[config.mk]
export PLATFORM = sky130hd
export DESIGN_NAME = can_bit_timing
export DESIGN_NICKNAME = d
export VERILOG_FILES = /design/src/rtl/cbt_pkg.sv /design/src/rtl/cbt_cfg_reg.sv /design/src/rtl/cbt_prescaler.sv /design/src/rtl/cbt_seg_fsm.sv /design/src/rtl/can_bit_timing.sv
export SDC_FILE = /design/constraint.sdc
export NUM_CORES = 1
export LEC_CHECK = 0
export ABC_AREA = 1
export BUFFER_PORTS_ARGS = -buffer_cell sky130_fd_sc_hd__buf_2
export CORE_ASPECT_RATIO = 1.2
export CORE_MARGIN = 2
export CORE_UTILIZATION = 50
export DETAILED_ROUTE_END_ITERATION = 10
export PLACE_DENSITY = 0.69
export SLEW_MARGIN = 0
export SYNTH_ARGS = -nofsm -noshare
export SYNTH_HDL_FRONTEND = slang
export SYNTH_HIERARCHICAL = 1
export SYNTH_SLANG_ARGS = --single-unit
export TNS_END_PERCENT = 5
[constraint.sdc]
create_clock -name clk -period 4.89 [get_ports clk]
set_input_delay 0.978 -clock clk [delete_from_list [all_inputs] [get_ports clk]]
set_output_delay 0.978 -clock clk [all_outputs]
set_load 0.03 [all_outputs]
[src/rtl/cbt_pkg.sv]
package cbt_pkg;
  localparam int BRP_W = 6;
  localparam int SJW_W = 2;
  localparam int TS1_W = 4;
  localparam int TS2_W = 3;
  localparam int CFG_W = 1 + TS2_W + TS1_W + SJW_W + BRP_W;
  localparam int CNT_W = TS1_W + 1;

  typedef struct packed {
    logic             pad;
    logic [TS2_W-1:0] tseg2_m1;
    logic [TS1_W-1:0] tseg1_m1;
    logic [SJW_W-1:0] sjw_m1;
    logic [BRP_W-1:0] brp_m1;
  } cbt_cfg_t;

  typedef enum logic [1:0] {
    SEG_SYNC = 2'd0,
    SEG_PH1  = 2'd1,
    SEG_PH2  = 2'd2
  } cbt_seg_e;

  function automatic logic [CNT_W-1:0] cbt_min(input logic [CNT_W-1:0] a,
                                                input logic [CNT_W-1:0] b);
    return (a < b) ? a : b;
  endfunction

  function automatic logic [CNT_W-1:0] cbt_len(input logic [CNT_W-1:0] m1);
    return m1 + CNT_W'(1);
  endfunction

  function automatic logic cbt_cfg_ok(input cbt_cfg_t c);
    return c.tseg2_m1 != '0;
  endfunction
endpackage

[src/rtl/cbt_cfg_reg.sv]
module cbt_cfg_reg
  import cbt_pkg::*;
#(
  parameter logic [CFG_W-1:0] RESET_WORD = 16'h2301
) (
  input  logic             clk,
  input  logic             rst_n,
  input  logic             ctl_init,
  input  logic             ctl_cfg_en,
  input  logic             cfg_wr,
  input  logic [CFG_W-1:0] cfg_wdata,
  output cbt_cfg_t         cfg_q,
  output logic             cfg_ok
);
  localparam logic [CFG_W-1:0] CFG_MASK = {1'b0, {(CFG_W-1){1'b1}}};

  logic wr_open;
  assign wr_open = ctl_init & ctl_cfg_en;

  always_ff @(posedge clk) begin
    if (!rst_n)                cfg_q <= cbt_cfg_t'(RESET_WORD & CFG_MASK);
    else if (wr_open && cfg_wr) cfg_q <= cbt_cfg_t'(cfg_wdata & CFG_MASK);
  end

  assign cfg_ok = cbt_cfg_ok(cfg_q);

  assert_write_gate_R1: assert property (@(posedge clk) disable iff (!rst_n)
    !(ctl_init && ctl_cfg_en) |=> $stable(cfg_q));
endmodule

[src/rtl/cbt_prescaler.sv]
module cbt_prescaler
  import cbt_pkg::*;
(
  input  logic             clk,
  input  logic             rst_n,
  input  logic             hold,
  input  logic             restart,
  input  logic [BRP_W-1:0] brp_m1,
  output logic             tq_tick
);
  logic [BRP_W-1:0] pre_cnt;

  assign tq_tick = !hold && (pre_cnt == brp_m1);

  always_ff @(posedge clk) begin
    if (!rst_n)                pre_cnt <= '0;
    else if (hold || restart)  pre_cnt <= '0;
    else if (tq_tick)          pre_cnt <= '0;
    else                       pre_cnt <= pre_cnt + BRP_W'(1);
  end

  assert_pre_range_R2: assert property (@(posedge clk) disable iff (!rst_n || hold)
    pre_cnt <= brp_m1);
endmodule

[src/rtl/cbt_seg_fsm.sv]
module cbt_seg_fsm
  import cbt_pkg::*;
(
  input  logic             clk,
  input  logic             rst_n,
  input  logic             hold,
  input  logic             tq_tick,
  input  logic             rx_fall,
  input  logic             bus_idle,
  input  logic [TS1_W-1:0] tseg1_m1,
  input  logic [TS2_W-1:0] tseg2_m1,
  input  logic [SJW_W-1:0] sjw_m1,
  output logic             hard_go,
  output logic             sample_stb,
  output logic             bit_stb
);
  localparam logic [CNT_W-1:0] ONE = CNT_W'(1);

  cbt_seg_e         seg;
  logic [CNT_W-1:0] cnt;
  logic [CNT_W-1:0] ph1_ext;
  logic [CNT_W-1:0] ph2_short;
  logic             resync_done;

  logic [CNT_W-1:0] t1_len, t2_len, sjw;
  logic [CNT_W-1:0] add_now, sub_now, ext_eff, shr_eff;
  logic             in_ph1, in_ph2, resync_go, t1_last, t2_last;

  assign t1_len = cbt_len(CNT_W'(tseg1_m1));
  assign t2_len = cbt_len(CNT_W'(tseg2_m1));
  assign sjw    = cbt_len(CNT_W'(sjw_m1));

  assign in_ph1 = (seg == SEG_PH1);
  assign in_ph2 = (seg == SEG_PH2);

  assign hard_go   = !hold && rx_fall && bus_idle;
  assign resync_go = !hold && rx_fall && !bus_idle && !resync_done && (in_ph1 || in_ph2);

  assign add_now = cbt_min(cnt + ONE, sjw);
  assign sub_now = cbt_min(t2_len - ONE - cnt, sjw);
  assign ext_eff = (resync_go && in_ph1) ? add_now : ph1_ext;
  assign shr_eff = (resync_go && in_ph2) ? sub_now : ph2_short;

  assign t1_last = in_ph1 && (cnt == t1_len + ext_eff - ONE);
  assign t2_last = in_ph2 && (cnt == t2_len - shr_eff - ONE);

  assign sample_stb = tq_tick && t1_last && !hard_go;
  assign bit_stb    = tq_tick && t2_last && !hard_go;

  always_ff @(posedge clk) begin
    if (!rst_n || hold || hard_go) begin
      seg         <= SEG_SYNC;
      cnt         <= '0;
      ph1_ext     <= '0;
      ph2_short   <= '0;
      resync_done <= 1'b0;
    end else begin
      if (resync_go) begin
        resync_done <= 1'b1;
        if (in_ph1) ph1_ext   <= add_now;
        if (in_ph2) ph2_short <= sub_now;
      end
      if (tq_tick) begin
        case (seg)
          SEG_SYNC: begin
            seg <= SEG_PH1;
            cnt <= '0;
          end
          SEG_PH1: begin
            if (t1_last) begin
              seg <= SEG_PH2;
              cnt <= '0;
            end else begin
              cnt <= cnt + ONE;
            end
          end
          SEG_PH2: begin
            if (t2_last) begin
              seg         <= SEG_SYNC;
              cnt         <= '0;
              ph1_ext     <= '0;
              ph2_short   <= '0;
              resync_done <= 1'b0;
            end else begin
              cnt <= cnt + ONE;
            end
          end
          default: begin
            seg <= SEG_SYNC;
            cnt <= '0;
          end
        endcase
      end
    end
  end

  assert_strobe_excl_R4: assert property (@(posedge clk) disable iff (!rst_n)
    !(sample_stb && bit_stb));
  assert_init_quiet_R6: assert property (@(posedge clk) disable iff (!rst_n)
    hold |-> (!sample_stb && !bit_stb));
  assert_ext_cap_R7: assert property (@(posedge clk) disable iff (!rst_n)
    ph1_ext <= sjw);
  assert_short_cap_R8: assert property (@(posedge clk) disable iff (!rst_n)
    ph2_short <= sjw);
  assert_one_resync_R9: assert property (@(posedge clk) disable iff (!rst_n)
    (resync_done && !bit_stb && !hold && !hard_go) |=>
      ($stable(ph1_ext) && $stable(ph2_short)));
  assert_hard_restart_R10: assert property (@(posedge clk) disable iff (!rst_n)
    hard_go |=> (seg == SEG_SYNC && cnt == '0 && !resync_done));
endmodule

[src/rtl/can_bit_timing.sv]
module can_bit_timing
  import cbt_pkg::*;
#(
  parameter logic [15:0] RESET_WORD = 16'h2301
) (
  input  logic        clk,
  input  logic        rst_n,
  input  logic        ctl_init,
  input  logic        ctl_cfg_en,
  input  logic        cfg_wr,
  input  logic [15:0] cfg_wdata,
  output logic [15:0] cfg_rdata,
  output logic        cfg_invalid,
  input  logic        bus_idle,
  input  logic        rx_fall,
  output logic        sample_stb,
  output logic        bit_stb
);
  cbt_cfg_t cfg_q;
  logic     cfg_ok;
  logic     tq_tick;
  logic     hard_go;

  cbt_cfg_reg #(.RESET_WORD(RESET_WORD)) u_cfg (
    .clk       (clk),
    .rst_n     (rst_n),
    .ctl_init  (ctl_init),
    .ctl_cfg_en(ctl_cfg_en),
    .cfg_wr    (cfg_wr),
    .cfg_wdata (cfg_wdata),
    .cfg_q     (cfg_q),
    .cfg_ok    (cfg_ok)
  );

  cbt_prescaler u_pre (
    .clk    (clk),
    .rst_n  (rst_n),
    .hold   (ctl_init),
    .restart(hard_go),
    .brp_m1 (cfg_q.brp_m1),
    .tq_tick(tq_tick)
  );

  cbt_seg_fsm u_seg (
    .clk       (clk),
    .rst_n     (rst_n),
    .hold      (ctl_init),
    .tq_tick   (tq_tick),
    .rx_fall   (rx_fall),
    .bus_idle  (bus_idle),
    .tseg1_m1  (cfg_q.tseg1_m1),
    .tseg2_m1  (cfg_q.tseg2_m1),
    .sjw_m1    (cfg_q.sjw_m1),
    .hard_go   (hard_go),
    .sample_stb(sample_stb),
    .bit_stb   (bit_stb)
  );

  assign cfg_rdata   = cfg_q;
  assign cfg_invalid = !cfg_ok;
endmodule

==> results by group <==
Clock network
  – H-Tree Depth: 2
  – Worst-Skew Late Latency: 0.28 ns
  – Worst-path clk slew: 0.08 ns
  – TritonCTS clock tree: built
  – Hold_buf cts: 0
  – Clock buffer count from CTS: 5
  – Maximum clock path buffer count: 2
  – Clk root buf: clkbuf_8
  – Clock sinks: 39

Die
  – # rows: 29
  – Vert. Die Dim: 84.4 µm
  – Die area: about 0.0060 mm²
  – Core area: 0.00523 mm²
  – Initial Util: 0.515
  – IO Count: 42
  – DIE WIDTH: 71.0 µm

Route
  – Post-detailed-route wirelength per cell: 11.8 µm
  – Final WL: approximately 6.1 mm
  – Drt drc: 0
  – Via density: 4.94
  – Via count: 2573
  – DRT Pass-1 Iters: 5
  – Routed Antenna Nets: 0
  – DRT iter0 DRCs: 104

Worst setup path
  – Startpoint types: flip-flop
  – Crit path capture type: output port
  – Max incr delay on CP: 0.53 ns
  – Worst Path Max Fanout: 4
  – CP arrival: 4.13 ns
  – Critical Path RT: 3.91 ns
  – Worst-path cell chain: ha_4 -> fa_2 -> xor2_2 -> ha_1 -> nand2_1 -> nor2_1 -> a211oi_2 -> nand3_2 -> nor2_1 -> nor2_1 -> a21oi_2 -> ha_2 -> inv_1 -> fa_2 -> xor2_1 -> nand2_1 -> nor2_1 -> nand2_1 -> clkinv_1 -> nand4_1 -> nor2_4 -> buf_6
  – Family with the most delay on the worst path: adder cells
  – CP Class: reg2out
  – Critical path's most frequent cell: nor2_1
  – Critical path buffers and inverters: 3
  – Critical-path top delay cell: fa_2

Yosys
  – Mux contribution to synthesized area: 0
  – Synth Area in Simple Gates: 0.362
  – Adder-Cell Fraction of Synth Area: 0.134
  – Avg Cell Area, Syn: 6.69 µm²
  – Top cells by area, synth: dfxtp_1 29%, nand2_1 16%, ha_1 11%
  – Post-synth top area share: 0.290
  – Yosys cell types: 31
  – Synth Area in XOR/XNOR: 0.0586
  – Largest family of logic cells by synthesized area: simple AND/OR/NAND/NOR gates
  – Post-synthesis net count: ~450
  – Seq/Total Area, Yosys: 0.290
  – Mapped cell area: 0.00269 mm²
  – Gate Count Post-Synth: 402
  – Synth warnings: 6
  – Compound-gate portion of the synthesized area: 0.0576
  – Count of state elements after synthesis: 39
  – Area leader, netlist: dfxtp_1

Min path
  – Worst hold path class: reg2reg

Place
  – Placed insts: 512
  – Routability cong.: 0.889
  – DP HPWL: 4.75 mm
  – Port buffer count: 39
  – Placement Setup Slack: -0.211 ns

Layout
  – Diodes inserted: 0
  – Fill count: 498
  – Final net count: 509
  – Area Overhead vs Synth: 22.1%
  – Core Util, Final: 0.629
  – Final non-filler cell total: about 520
  – Fraction of layout cells with a size suffix above 1: 0.220
  – Area of the multi-input gates: 0.00177 mm²
  – Register area: 786 µm²

STA
  – Fmax: 196 MHz
  – Setup TNS: -0.219 ns
  – RSZ-0062 raised after global routing: yes
  – Final WS setup: -0.219 ns
  – Max-slew violations: 0
  – Post-Route Skew: 0.00675 ns
  – Final Hold Violating Endpoints: 0
  – Final setup viols: 1
  – Period utilization: 1.04
  – Post-layout minimum cycle time: 5.11 ns

GRT
  – Overflow after GRT: 0
  – GRT Overall Usage: 0.214
  – First-pass GRT wire length: 10.5 mm
  – Largest net degree at the start of global routing: 27
  – Initial antenna violation count: 0
  – Number of global-route vias before repair: 2514

Power
  – Seq pwr share: 0.437
  – Max VDD drop: roughly 0.16 mV
  – Lkg Pwr: 1.61 nW
  – Clock power frac: 0.344
  – Switching Share: 0.289
  – Pwr Density: 232 mW/mm²
  – Total net switching power: 0.000220 W
  – Int Power: 0.000542 W
  – Comb power frac: 0.218

Outcome
  – Failing checks: setup timing
  – Run status: finished, violations left

Run
  – MaxCap Viol Count: 0
cell families (layout without fill, tap and decap cells):
kind of cell	Yosys count	after routing
and+or+nand+nor	226	226
buffers and inverters	64	121
DFF	39	39
adders and majority gates	27	27
AOI/OAI and AO/OA	27	27
xor gates and xnor gates	18	18
other	1	1
sequential cells by signal, summed over array words and instances, names as in the netlist:
| register | flops |
|---|---|
| u_cfg/cfg_q | 15 |
| u_pre/pre_cnt | 6 |
| u_seg/cnt | 5 |
| u_seg/ph1_ext | 5 |
| u_seg/ph2_short | 5 |
| u_seg/resync_done | 1 |
| u_seg/seg | 2 |
layout make-up:
type,instances,share of cell area
Multi-Input combinational cell,299,0.538
Sequential cell,39,0.239
Timing Repair Buffer,56,0.101
Inverter,58,0.0663
Tap cell,62,0.0236
Clock buffer,5,0.0209
Clock inverter,2,0.0114
layer usage:
metal  vias up  wire (µm)  global-route usage
met5         -          0                   0
met4         0        119              0.0738
met3        10        230              0.0348
met2        58       3120               0.381
met1      1148       2660               0.257
li1       1357          -                   -
through the flow:
step | hold slack (ns) | cell area (µm²) | power [W]
floorplan | 0.423 | 2700 | 0.000447
global placement | 0.436 | 3050 | 0.000490
detailed placement | 0.437 | 3050 | 0.000494
CTS | 0.449 | 3210 | 0.000764
global route | 0.472 | 3290 | 0.000806
finish | 0.445 | 3290 | 0.000762
timing repair:
item | CTS | global route
buffers inserted | 2 | 0
resized for setup | 10 | 13
setup endpoints to repair | 1 | 2
pin swaps | 4 | 13
power by group through the flow:
stage	clock network (W)	logic (W)	registers, W
finish	0.000263	0.000167	0.000333
global route	0.000283	0.000188	0.000334
CTS	0.000271	0.000160	0.000334
detailed placement	0	0.000154	0.000340
global placement	0	0.000150	0.000340
floorplan	0	0.0000944	0.000352
synth_stat cells, drive strengths merged:
| cell type | count |
|---|---|
| inv | 57 |
| xor2 | 12 |
| nand3b | 1 |
| a21oi | 15 |
| conb | 1 |
| o21ai | 10 |
| nand3 | 35 |
| nand2 | 118 |
| ha | 24 |
| clkinv | 1 |
| xnor2 | 6 |
| o21bai | 1 |
| nand4 | 6 |
| nor2 | 63 |
| or2 | 1 |
| nor3 | 1 |
| nor4 | 1 |
| fa | 3 |
| dfxtp | 39 |
| a211oi | 1 |
| buf | 6 |
cells in the final DEF (no fill, tap or decap), drive strengths merged:
cell      instances
ha               24
nor2             63
clkinv            1
inv              57
fa                3
nand3            35
nand2           118
bufinv            1
a211oi            1
nand4             6
conb              1
nor4              1
xnor2             6
xor2             12
clkbuf            5
dfxtp            39
buf              56
o21bai            1
o21ai            10
a21oi            15
or2               1
nand3b            1
clkinvlp          1
nor3              1
worst min-delay path, stage by stage (launching register included):
cell	delay [ns]
dfxtp_1	0.30
inv_1	0.06
nor3_1	0.05
final timing paths:
kind	startpoint	depth (start not counted)	slack (ns)	end
setup / recovery	u_cfg/cfg_q[12]	22	-0.22	bit_stb
hold / removal	u_seg/ph1_ext[3]	2	0.45	u_seg/ph1_ext[3]
setup reg to reg	u_cfg/cfg_q[12]	23	0.55	u_seg/ph1_ext[2]
hold reg to reg	u_seg/ph1_ext[3]	2	0.45	u_seg/ph1_ext[3]
Power figures use the tool's default switching activity.
